[src/rtl/ssr_pkg.sv]
package ssr_pkg;
  // Bit positions inside the status word
  localparam int unsigned B_TXE  = 7;
  localparam int unsigned B_RXF  = 6;
  localparam int unsigned B_OVR  = 5;
  localparam int unsigned B_FRM  = 4;
  localparam int unsigned B_PAR  = 3;
  localparam int unsigned B_TEND = 2;
  localparam int unsigned B_MPR  = 1;
  localparam int unsigned B_MPT  = 0;

  localparam int unsigned WORD_W = 8;
  // Number of sticky, software-clearable flags (bits 7..3)
  localparam int unsigned N_STICKY = 5;

  typedef logic [WORD_W-1:0] ssr_word_t;

  // Index of each sticky flag inside the sticky vector (bit 4 = TXE ... bit 0 = PAR)
  localparam int unsigned S_TXE = 4;
  localparam int unsigned S_RXF = 3;
  localparam int unsigned S_OVR = 2;
  localparam int unsigned S_FRM = 1;
  localparam int unsigned S_PAR = 0;

  localparam ssr_word_t RESET_WORD = ssr_word_t'((1 << B_TXE) | (1 << B_TEND));
endpackage

[src/rtl/ssr_clear_qual.sv]
module ssr_clear_qual #(
  parameter int unsigned NBITS = 5
) (
  input  logic             clk,
  input  logic             rst,
  input  logic             rd_hit,
  input  logic             wr_hit,
  input  logic [NBITS-1:0] flags,
  input  logic [NBITS-1:0] wr_bits,
  output logic [NBITS-1:0] clr_req
);
  // One arm flop per flag. A read seeing the flag at 1 arms it,
  // any write consumes it, and a flag dropping to 0 disarms it.
  for (genvar i = 0; i < NBITS; i++) begin : g_arm
    logic armed;
    always_ff @(posedge clk) begin
      if (rst) begin
        armed <= 1'b0;
      end else if (rd_hit) begin
        armed <= flags[i];
      end else if (wr_hit) begin
        armed <= 1'b0;
      end else begin
        armed <= armed & flags[i];
      end
    end
    assign clr_req[i] = wr_hit & armed & ~wr_bits[i];
  end
endmodule

[src/rtl/ssr_tx_flags.sv]
module ssr_tx_flags (
  input  logic clk,
  input  logic rst,
  input  logic tx_en,
  input  logic tx_load,
  input  logic tx_last_bit,
  input  logic dma_tdr_wr,
  input  logic sw_clr_txe,
  output logic txe,
  output logic tend
);
  logic txe_set, txe_clr, tend_set;

  assign txe_set  = ~tx_en | tx_load;
  assign txe_clr  = sw_clr_txe | dma_tdr_wr;
  // End-of-character marker uses the empty flag as it stands before this edge
  assign tend_set = ~tx_en | (tx_last_bit & txe);

  always_ff @(posedge clk) begin
    if (rst) begin
      txe  <= 1'b1;
      tend <= 1'b1;
    end else begin
      if (txe_set)      txe <= 1'b1;
      else if (txe_clr) txe <= 1'b0;

      if (tend_set)     tend <= 1'b1;
      else if (txe_clr) tend <= 1'b0;
    end
  end
endmodule

[src/rtl/ssr_rx_flags.sv]
module ssr_rx_flags #(
  parameter int unsigned DATA_W = 8
) (
  input  logic              clk,
  input  logic              rst,
  input  logic              rx_done,
  input  logic              rx_stop_bit,
  input  logic [DATA_W-1:0] rx_data,
  input  logic              rx_par_bit,
  input  logic              par_en,
  input  logic              par_odd,
  input  logic              rx_mp_bit,
  input  logic              dma_rdr_rd,
  input  logic              sw_clr_rxf,
  input  logic              sw_clr_ovr,
  input  logic              sw_clr_frm,
  input  logic              sw_clr_par,
  output logic              rxf,
  output logic              ovr,
  output logic              frm,
  output logic              par,
  output logic              mpr
);
  logic ones_odd, par_bad, accept, overrun;
  logic rxf_set, frm_set, par_set;

  // Count of ones in data plus parity bit, folded to one bit
  assign ones_odd = (^rx_data) ^ rx_par_bit;
  assign par_bad  = par_en & (ones_odd != par_odd);

  assign overrun = rx_done & rxf;
  assign accept  = rx_done & ~rxf;
  assign frm_set = accept & ~rx_stop_bit;
  assign par_set = accept & par_bad;
  assign rxf_set = accept & rx_stop_bit & ~par_bad;

  always_ff @(posedge clk) begin
    if (rst) begin
      rxf <= 1'b0;
      ovr <= 1'b0;
      frm <= 1'b0;
      par <= 1'b0;
      mpr <= 1'b0;
    end else begin
      if (rxf_set)                       rxf <= 1'b1;
      else if (sw_clr_rxf || dma_rdr_rd) rxf <= 1'b0;

      if (overrun)         ovr <= 1'b1;
      else if (sw_clr_ovr) ovr <= 1'b0;

      if (frm_set)         frm <= 1'b1;
      else if (sw_clr_frm) frm <= 1'b0;

      if (par_set)         par <= 1'b1;
      else if (sw_clr_par) par <= 1'b0;

      if (accept)          mpr <= rx_mp_bit;
    end
  end
endmodule

[src/rtl/ser_status_reg.sv]
module ser_status_reg
  import ssr_pkg::*;
#(
  parameter int unsigned DATA_W = 8
) (
  input  logic              clk,
  input  logic              rst,
  input  logic              reg_sel,
  input  logic              rd_stb,
  input  logic              wr_stb,
  input  logic [7:0]        wr_data,
  output logic [7:0]        rd_data,
  input  logic              tx_en,
  input  logic              tx_load,
  input  logic              tx_last_bit,
  input  logic              dma_tdr_wr,
  input  logic              rx_done,
  input  logic              rx_stop_bit,
  input  logic [DATA_W-1:0] rx_data,
  input  logic              rx_par_bit,
  input  logic              par_en,
  input  logic              par_odd,
  input  logic              rx_mp_bit,
  input  logic              dma_rdr_rd,
  output logic              mp_tx_bit,
  output logic              irq_txe,
  output logic              irq_rx,
  output logic              irq_err
);
  logic rd_hit, wr_hit;
  logic txe, tend, rxf, ovr, frm, par, mpr, mpt;
  logic [N_STICKY-1:0] sticky, clr_req;
  ssr_word_t word;

  assign rd_hit = reg_sel & rd_stb;
  assign wr_hit = reg_sel & wr_stb;

  assign sticky[S_TXE] = txe;
  assign sticky[S_RXF] = rxf;
  assign sticky[S_OVR] = ovr;
  assign sticky[S_FRM] = frm;
  assign sticky[S_PAR] = par;

  ssr_clear_qual #(.NBITS(N_STICKY)) u_qual (
    .clk     (clk),
    .rst     (rst),
    .rd_hit  (rd_hit),
    .wr_hit  (wr_hit),
    .flags   (sticky),
    .wr_bits (wr_data[B_TXE:B_PAR]),
    .clr_req (clr_req)
  );

  ssr_tx_flags u_tx (
    .clk         (clk),
    .rst         (rst),
    .tx_en       (tx_en),
    .tx_load     (tx_load),
    .tx_last_bit (tx_last_bit),
    .dma_tdr_wr  (dma_tdr_wr),
    .sw_clr_txe  (clr_req[S_TXE]),
    .txe         (txe),
    .tend        (tend)
  );

  ssr_rx_flags #(.DATA_W(DATA_W)) u_rx (
    .clk         (clk),
    .rst         (rst),
    .rx_done     (rx_done),
    .rx_stop_bit (rx_stop_bit),
    .rx_data     (rx_data),
    .rx_par_bit  (rx_par_bit),
    .par_en      (par_en),
    .par_odd     (par_odd),
    .rx_mp_bit   (rx_mp_bit),
    .dma_rdr_rd  (dma_rdr_rd),
    .sw_clr_rxf  (clr_req[S_RXF]),
    .sw_clr_ovr  (clr_req[S_OVR]),
    .sw_clr_frm  (clr_req[S_FRM]),
    .sw_clr_par  (clr_req[S_PAR]),
    .rxf         (rxf),
    .ovr         (ovr),
    .frm         (frm),
    .par         (par),
    .mpr         (mpr)
  );

  // Plain read/write bit for the transmitter's multiprocessor bit
  always_ff @(posedge clk) begin
    if (rst)         mpt <= 1'b0;
    else if (wr_hit) mpt <= wr_data[B_MPT];
  end

  always_comb begin
    word         = '0;
    word[B_TXE]  = txe;
    word[B_RXF]  = rxf;
    word[B_OVR]  = ovr;
    word[B_FRM]  = frm;
    word[B_PAR]  = par;
    word[B_TEND] = tend;
    word[B_MPR]  = mpr;
    word[B_MPT]  = mpt;
  end

  assign rd_data   = word;
  assign mp_tx_bit = mpt;
  assign irq_txe   = txe;
  assign irq_rx    = rxf;
  assign irq_err   = ovr | frm | par;
endmodule

[config.mk]
export PLATFORM = sky130hd
export DESIGN_NAME = ser_status_reg
export DESIGN_NICKNAME = d
export VERILOG_FILES = /design/src/rtl/ssr_pkg.sv /design/src/rtl/ssr_clear_qual.sv /design/src/rtl/ssr_tx_flags.sv /design/src/rtl/ssr_rx_flags.sv /design/src/rtl/ser_status_reg.sv
export SDC_FILE = /design/constraint.sdc
export NUM_CORES = 1
export LEC_CHECK = 0
export ABC_AREA = 1
export ABC_CLOCK_PERIOD_IN_PS = 1600
export BUFFER_PORTS_ARGS = -buffer_cell sky130_fd_sc_hd__clkbuf_2
export CORE_ASPECT_RATIO = 1.1
export CORE_MARGIN = 8
export CORE_UTILIZATION = 35
export CTS_CLUSTER_DIAMETER = 120
export DETAILED_ROUTE_END_ITERATION = 12
export PLACE_DENSITY = 0.65
export REMOVE_ABC_BUFFERS = 1
export SYNTH_ARGS = -nofsm -noshare
export SYNTH_HDL_FRONTEND = slang
export SYNTH_HIERARCHICAL = 1
export SYNTH_SLANG_ARGS = --single-unit
[constraint.sdc]
create_clock -name clk -period 1.6 [get_ports clk]
set_clock_uncertainty 0.05 [all_clocks]
set_input_delay 0.48 -clock clk [delete_from_list [all_inputs] [get_ports clk]]
set_output_delay 0.48 -clock clk [all_outputs]
set_load 0.02 [all_outputs]
# After elaboration in Yosys (flattened, before gate mapping)

Cells that the tools add are included.
W data, S select, Z words.

Register bits: 13
Bits of input ports: 32
Output and inout bits: 12
Word-level logic and storage cells: 80

Eq/ne operators: 1
Muxes and demuxes: 18
Bitwise operators: 40
Reduce and logical (&&, ||, !) cells: 8

Operators by type and width:

| operator           | count |
|---|---|
| $and A1 B1 Y1      | 25 |
| $mux W1            | 18 |
| $not A1 Y1         | 9 |
| $reduce_bool A2 Y1 | 4 |
| $reduce_xor A8 Y1  | 1 |
| $or A1 B1 Y1       | 5 |
| $reduce_or A2 Y1   | 2 |
| $logic_or A1 B1 Y1 | 1 |
| $ne A1 B1 Y1       | 1 |
| $xor A1 B1 Y1      | 1 |

# Longest topological paths before layout

Gate-level depths: netlist of run 1.

Word-level depth: 7
Depth in mapped cells: 11
Mapped depth without buffers: 11

# Hierarchy

The synthesis of run 1 kept the hierarchy.

By module, submodules not included:

| module         | instances | cells each | area each (sq um) | sequential area each (sq um) |
|---|---|---|---|---|
| ssr_rx_flags   | 1         | 71         | 384.1             | 100.1 |
| ssr_clear_qual | 1         | 33         | 211.5             | 100.1 |
| ser_status_reg | 1         | 22         | 131.4             | 20.0 |
| ssr_tx_flags   | 1         | 14         | 87.6              | 40.0 |

# Worst setup path after synthesis of run 1

Ideal clock, no wire load.

Path kind: input -> register
From: input port wr_stb
To: register u_rx.rxf
Arrival time: 1.276 ns
Setup slack: 0.208 ns
Cell stages on the path: 6
Buffers on the path: 0
Cell sequence: nand2_2 inv_1 nand2_1 nor2_1 or3b_2 a21oi_2

Cells in the longest elaborated chain, start to end: 5

RTL lines:

| what                         | RTL line             | text |
|---|---|---|
| from (decl)                  | ser_status_reg.sv:10 | `input logic wr_stb,` |
| $and A1 B1 Y1                | ser_status_reg.sv:36 | `assign wr_hit = reg_sel & wr_stb;` |
| via wr_hit                   | ser_status_reg.sv:30 | `logic rd_hit, wr_hit;` |
| $and A1 B1 Y1 (2 in series)  | ssr_clear_qual.sv:27 | `assign clr_req[i] = wr_hit & armed & ~wr_bits[i];` |
| via clr_req[3]               | ser_status_reg.sv:32 | `logic [N_STICKY-1:0] sticky, clr_req;` |
| $logic_or A1 B1 Y1           | ssr_rx_flags.sv:46   | `else if (sw_clr_rxf \|\| dma_rdr_rd) rxf <= 1'b0;` |
| $reduce_bool A2 Y1 (no line) | -                    |  |
| to (signal assigned)         | ssr_rx_flags.sv:39   | `rxf <= 1'b0;` |
| to (signal assigned)         | ssr_rx_flags.sv:45   | `if (rxf_set) rxf <= 1'b1;` |
| to (signal assigned)         | ssr_rx_flags.sv:46   |  |
| to (decl)                    | ssr_rx_flags.sv:18   | `output logic rxf,` |

The timed path passes the listed nets, and every way through them passes these cells.
A chain may end at the register's enable or synchronous reset.

# Worst setup path in the final report of run 1

From: register u_rx.frm
To: output port irq_err

Cells in the longest elaborated chain, start to end: 2

RTL lines:

| what                       | RTL line              | text |
|---|---|---|
| from (decl)                | ssr_rx_flags.sv:20    | `output logic frm,` |
| from (signal assigned)     | ssr_rx_flags.sv:41    | `frm <= 1'b0;` |
| from (signal assigned)     | ssr_rx_flags.sv:51    | `if (frm_set) frm <= 1'b1;` |
| from (signal assigned)     | ssr_rx_flags.sv:52    | `else if (sw_clr_frm) frm <= 1'b0;` |
| $or A1 B1 Y1 (2 in series) | ser_status_reg.sv:110 | `assign irq_err = ovr \| frm \| par;` |
| to (decl)                  | ser_status_reg.sv:28  | `output logic irq_err` |

Every way passes these cells.

==> results of run 1 <==
==> where the power goes <==
part	switching (mW)	leakage, nW	total [mW]	internal (mW)
Combinational	0.109	0.478	0.186	0.0768
Clock	0.101	0.0150	0.197	0.0966
Sequential	0.0117	0.106	0.350	0.338
Total	0.222	0.599	0.733	0.511
==> how the worst max path moves through the flow <==
| stage | startpoint | to | cells past startpoint |
|---|---|---|---|
| final | u_rx/frm | irq_err | 3 |
| after global routing | u_rx/frm | irq_err | 3 |
| after CTS | u_rx/frm | irq_err | 3 |
| after detailed placement | reg_sel | u_rx/rxf | 7 |
| after global placement | reg_sel | u_rx/rxf | 7 |
| after floorplan | wr_stb | u_rx/rxf | 6 |
==> per-layer routing <==
| metal | up-vias | routed length [µm] | track usage |
|---|---|---|---|
| met2 | 33 | 963 | 0.154 |
| met3 | 2 | 173 | 0.0308 |
| met5 | - | 0 | 0 |
| met4 | 0 | 21 | 0.0598 |
| li1 | 483 | - | - |
| met1 | 377 | 841 | 0.119 |
==> layout make-up <==
cell class,instances,share of cell area
Tap cell,30,0.0364
Sequential cell,13,0.252
Clock buffer,4,0.0255
Multi-Input combinational cell,91,0.377
Inverter,28,0.102
Timing Repair Buffer,42,0.206
==> cell usage in the layout (no fill, tap or decap), drive strengths merged <==
master and count:
nand2 55, clkbuf 45, inv 28, nor2 15, dfxtp 13, a21oi 10, nand3 7, buf 1
xnor2 1, xor2 1, nand4 1, or3b 1
==> worst min-delay path: stages <==
cell      delay, ns
clkbuf_2       0.08
nor2_1         0.03
nand2_1        0.04
==> logic make-up (layout without fill, tap and decap cells) <==
| group | after synthesis | count (layout) |
|---|---|---|
| XOR/XNOR | 2 | 2 |
| AND/OR/NAND/NOR | 79 | 79 |
| flip-flops | 13 | 13 |
| AO/OA/AOI/OAI | 10 | 10 |
| buffers and inverters | 36 | 74 |
==> through the flow <==
stage / util / worst slack, ns / cell area [µm²] / power, mW
floorplan: - / 0.208 / 754 / 0.464
global placement: 0.451 / 0.123 / 1000 / 0.539
detailed placement: 0.451 / 0.114 / 1000 / 0.545
CTS: 0.462 / 0.116 / 1030 / 0.745
global route: 0.462 / 0.0410 / 1030 / 0.791
finish: 0.462 / 0.132 / 1030 / 0.733
==> summary.txt, run 1 <==
Die
  – Core ar.: about 2200 µm²
  – I/O pin cnt: 44
  – Die area: 4130 µm²
  – Die Y: 66.6 µm
  – Initial Utilization: 0.365
  – Die width: around 62 µm
  – Row Count: 18

Place
  – Placed cell count: 204
  – Post-DP HPWL: 1.74 mm
  – Gp weighted congestion: 0.748
  – Port Buffers: 41

Logic synthesis
  – Synth area leaders: dfxtp_1 (32%), nand2_1 (25%), inv_1 (12%), buf_4 (7.4%), nor2_1 (6.5%)
  – Async set or reset register ratio after synthesis: 0
  – XOR/XNOR Fraction of Synth Area: 0.0215
  – Mean area per synthesized cell: 5.82 µm²
  – Adder-cell area share of the yosys netlist: 0
  – Post-synth EDFFs: 0
  – Post-synthesis cell area: between 800 and 900 µm²
  – Flops & latches, synth: 13
  – Synth Area in Compound Gates: 0.0661
  – Cell count after synthesis: 140
  – Synth cell types: 15
  – Primary FF master, synth: dfxtp_1
  – Mux cell area share after synthesis: 0
  – Most common cell in the netlist: nand2_1
  – Synth cell count leaders: nand2_1 (54), inv_1 (26), nor2_1 (14)
  – Simple-Gate Fraction of Synth Area: 0.390
  – Largest family of logic cells by synthesized area: simple AND/OR/NAND/NOR gates
  – Area leader, netlist: dfxtp_1
  – Ys Warns: 6
  – Area share of the largest cell type after synthesis: 0.320
  – Seq/Total Area, Yosys: 0.320

Clock tree
  – Setup bufs post-CTS: 0
  – Clock Tree Root: clkbuf_4
  – TritonCTS Sinks: 13
  – Hold buffer count at CTS: 0
  – CTS tree: done
  – Worst-skew pair later-pin latency: 0.27 ns
  – Clock Tree Buf Depth: 2
  – Clk slew on worst S/H paths: 0.07 ns
  – Clock buffer count from CTS: 3
  – Post-CTS sizing: 0
  – H-tree level count: 1

STA
  – Final period utilization: 0.917
  – Final critical-path required period: 1.47 ns
  – Slew HR: 0.825
  – # setup viols final: 0
  – Fin. Hold Viols: 0
  – Fmax achieved: ~680 MHz
  – RSZ-0062 raised after global routing: no
  – Tightest Pin Transition: ~0.26 ns
  – Fin Hold WS: 0.341 ns
  – Max Transition Viols Final: 0
  – TNS Setup: 0 ns

Critical path
  – Setup CP Type: reg -> out
  – Worst EP arrival: 0.94 ns
  – Critical path fanouts, max: 4
  – Worst path max stage delay: approximately 0.4 ns
  – R2R Setup Slk: 0.47 ns
  – CP top delay family: flip-flops
  – Reg2reg end: u_rx/rxf
  – Slowest CP cell: dfxtp_1
  – Critical-path cell list: nor2_1 -> nand2_1 -> clkbuf_2
  – Reg2Reg Depth: 2
  – Reg-to-reg startpoint: u_rx/rxf
  – Critical Path RT: between 1 and 1.5 ns
  – CP Launch Type: flop
  – CP Capture Type: primary output
  – CP Buf/Inv Count: 1

GRT
  – Vias in the first global route: just over 800
  – Total Routing Usage GR: 0.101
  – Largest net degree at the start of global routing: 9
  – Remaining global-route overflow: 0
  – First-pass GRT wire length: 3.17 mm
  – Antenna violations before repair: 0

Final layout
  – Multi-input logic area: 389 µm²
  – Layout Nets: between 200 and 250
  – # diodes: 0
  – Area Growth Syn to Fin: 26.6%
  – Fill cells: 243
  – Max FFs per register: 5
  – Sequential cell area: 260 µm²
  – Share of post-route cells with drive strength above 1: 0.287
  – Register with the most flip-flops: u_qual/g_arm.armed
  – Post-Layout Cell Count: between 200 and 250

Route
  – Vias/cell: between 4 and 5
  – Remaining routing DRC violations: 0
  – Routed WL: 2.00 mm
  – WL per Instance: 9.61 µm
  – Via count of the routed design: 895
  – 1st-pass router iterations: 4
  – Iter 0 DRT Violations: 34
  – ANT nets after route: 0

Power
  – Power per standard cell area: between 700 and 800 nW/µm²
  – P_leak: 0.599 nW
  – Max IR drop VDD: 333 µV

Flow run
  – Max Cap Viol: 0

Min path
  – Hold crit path type: in -> reg
  – Hold depth: 3
  – Hold Path Sink: u_tx/txe
  – Worst Hold Launch: tx_load

Outcome
  – Status: finished clean
Note: power is estimated with default switching activity, not from simulation.
==> run 2: changes to the inputs <==
Settings changed: PLACE_DENSITY 0.65 to 0.66, SYNTH_HIERARCHICAL 1 to default.
==> run 2 against run 1 <==
Worst hold slack worse by 0.0026 ns; critical path type unchanged; design area down 1.2%; worst setup slack improved by 0.031 ns; synthesized cell count down 11%; largest power group unchanged; sequential power about the same; core utilization up 0.38 points; power is 2.2% higher; non-clock buffer count increased by 2; die area is 2.5% lower; register-to-register slack better by 0.10 ns.
==> summary.txt, run 2 <==
Die
  – I/O pin cnt: 44 (unchanged)
  – Core ar.: 2180 µm² (-2.0%)
  – Die width: 61.2 µm (-1.3%)
  – Die area: 4020 µm² (-2.5%)
  – Row Count: 18 (unchanged)
  – Initial Utilization: 0.360 (-0.00507)
  – Die Y: 65.7 µm (-1.3%)

Final layout
  – Post-Layout Inst Area: 1020 µm² (-1.2%)
  – Layout Nets: 198 (-6.2%)
  – Commonest non-fill, non-tap cell in the layout: nand2_1
  – Fill cells: 239 (-1.6%)
  – Register with the most flip-flops: u_qual.g_arm.armed
  – # diodes: 0 (unchanged)
  – Most frequent cells in the layout: nand2_1 (49), clkbuf_2 (41), inv_1 (16)
  – Area Growth Syn to Fin: 29.4%
  – Multi-input logic area: 399 µm² (+2.6%)
  – Post-Layout Cell Count: 195 (-6.3%)
  – Max FFs per register: 5 (unchanged)
  – Share of post-route cells with drive strength above 1: 0.327 (+0.0408)
  – Sequential cell area: 260 µm² (unchanged)

Clock tree
  – Clock Tree Buf Depth: 2 (unchanged)
  – Clk slew on worst S/H paths: 0.07 ns (about the same)
  – Worst-skew pair later-pin latency: 0.28 ns (about the same)
  – Clock buffer count from CTS: 3 (unchanged)
  – Post-CTS sizing: 0 (unchanged)
  – CTS tree: done
  – Hold buffer count at CTS: 0 (unchanged)
  – Setup bufs post-CTS: 0 (unchanged)
  – TritonCTS Sinks: 13 (unchanged)
  – H-tree level count: 1 (unchanged)
  – Clock Tree Root: clkbuf_4

STA
  – Tightest Pin Transition: 0.224 ns (-0.0376 ns)
  – Fin Hold WS: 0.339 ns (-0.00259 ns)
  – Final critical-path required period: 1.44 ns (-0.0307 ns)
  – Fin. Hold Viols: 0 (unchanged)
  – Fmax achieved: 696 MHz (+2.1%)
  – Final period utilization: 0.898 (-0.0192)
  – RSZ-0062 raised after global routing: no
  – # setup viols final: 0 (unchanged)
  – TNS Setup: 0 ns (unchanged)
  – Max Transition Viols Final: 0 (unchanged)
  – Slew HR: 0.849 (+0.0241)

Route
  – Remaining routing DRC violations: 0 (unchanged)
  – Vias/cell: 4.41 (+2.5%)
  – Via count of the routed design: 860 (-3.9%)
  – Iter 0 DRT Violations: 28 (-18%)
  – 1st-pass router iterations: 4 (unchanged)
  – WL per Instance: 10.2 µm (+5.8%)
  – ANT nets after route: 0 (unchanged)
  – Routed WL: 1.98 mm (-0.85%)

Logic synthesis
  – Post-synthesis cell area: 787 µm² (-3.4%)
  – Synth cell count leaders: nand2_1 (49), inv_1 (16), dfxtp_1 (13)
  – Cell count after synthesis: 125 (-11%)
  – Synth cell types: 21 (+6)
  – Area leader, netlist: dfxtp_1
  – Area share of the largest cell type after synthesis: 0.331 (+0.0112)
  – Most common cell in the netlist: nand2_1
  – Synth area leaders: dfxtp_1 (33%), nand2_1 (23%), buf_4 (7.6%), inv_1 (7.6%), nor2_1 (5.2%)
  – Primary FF master, synth: dfxtp_1
  – Post-synth EDFFs: 0 (unchanged)
  – Mean area per synthesized cell: 6.30 µm² (+8.2%)
  – Async set or reset register ratio after synthesis: 0 (unchanged)
  – Ys Warns: 0 (-6)
  – Flops & latches, synth: 13 (unchanged)
  – Seq/Total Area, Yosys: 0.331 (+0.0112)

Power
  – Clk pwr share: 0.264 (-0.005)
  – Net Switching: 0.229 mW (+3.5%)
  – Overall Power: 0.749 mW (+2.2%)
  – Combinational share of power: 0.269 (+0.015)
  – Share of power burned in registers: 0.467 (-0.010)
  – P_int: 0.520 mW (+1.7%)
  – P_leak: 0.580 nW (-3.1%)
  – Power per standard cell area: 736 nW/µm² (+3.5%)
  – Max IR drop VDD: 255 µV (-23%)
  – Switching share of power: 0.306 (+0.00376)

GRT
  – Total Routing Usage GR: 0.107 (+0.00586)
  – Antenna violations before repair: 0 (unchanged)
  – Largest net degree at the start of global routing: 8 (-1)
  – Remaining global-route overflow: 0 (unchanged)
  – First-pass GRT wire length: 3.31 mm (+4.6%)
  – Vias in the first global route: 843 (+3.8%)

Place
  – Port Buffers: 41 (unchanged)
  – Gp weighted congestion: 0.778 (+4.0%)
  – Placement Cell Area: 992 µm² (-1.2%)
  – Post-DP HPWL: 1.71 mm (-2.1%)
  – Placed cell count: 191 (-6.4%)

Critical path
  – CP Capture Type: primary output
  – Worst EP arrival: 0.91 ns (-0.03 ns)
  – CP top delay family: flip-flops
  – Critical path fanouts, max: 3 (-1)
  – CP Buf/Inv Count: 1 (unchanged)
  – CP Launch Type: flop
  – Worst path max stage delay: 0.32 ns (-0.07 ns)
  – Slowest CP cell: dfxtp_1
  – Setup CP Type: reg -> out
  – Critical Path RT: 1.07 ns (about the same)
  – Critical-path cell list: nor2_1 -> nand2_1 -> clkbuf_2

Min path
  – Hold crit path type: in -> reg

Flow run
  – Max Cap Viol: 0 (unchanged)

Outcome
  – Status: finished clean
[run 2: per-layer routing]
layer | global-route usage | vias to the layer above | wire [µm]
li1 | - | 462 | -
met5 | 0 | - | 0
met4 | 0.0612 | 0 | 47
met3 | 0.0293 | 5 | 247
met1 | 0.115 | 357 | 766
met2 | 0.178 | 36 | 920
[run 2: path summary, 6_finish.rpt]
check	startpoint	to	slack [ns]	cells past startpoint
worst max register to register	u_rx.rxf	u_rx.rxf	0.57	5
worst max-delay path	u_rx.frm	irq_err	0.16	3
worst min-delay path	tx_load	u_tx.txe	0.34	2
worst min register to register	u_qual.g_arm[2].armed	u_qual.g_arm[2].armed	0.41	2
[run 2: area by class of cell]
type,instances,area share
clock buffers,4,0.0258
inverters,18,0.0663
multi-input cells,86,0.392
flip-flops and latches,13,0.256
well taps,30,0.0369
repair buffers,44,0.224
[run 2: logic make-up (layout without fill, tap and decap cells)]
group,Yosys count,after routing,share of synthesized area
AO/OA/AOI/OAI,15,15,0.127
XOR/XNOR,2,2,0.0223
buffers and inverters,26,66,0.162
flip-flops,13,13,0.331
AND/OR/NAND/NOR,69,69,0.358
[run 2: power groups by stage]
stage | combinational [mW] | clock, mW | sequential, mW
global placement | 0.200 | 0 | 0.358
global route | 0.228 | 0.218 | 0.352
finish | 0.202 | 0.198 | 0.350
floorplan | 0.0966 | 0 | 0.377
CTS | 0.205 | 0.205 | 0.350
detailed placement | 0.204 | 0 | 0.358
[run 2: through the flow]
step	setup WS, ns	util
floorplan	0.361	-
global placement	0.186	0.454
detailed placement	0.156	0.454
CTS	0.143	0.466
global route	0.104	0.466
finish	0.163	0.466
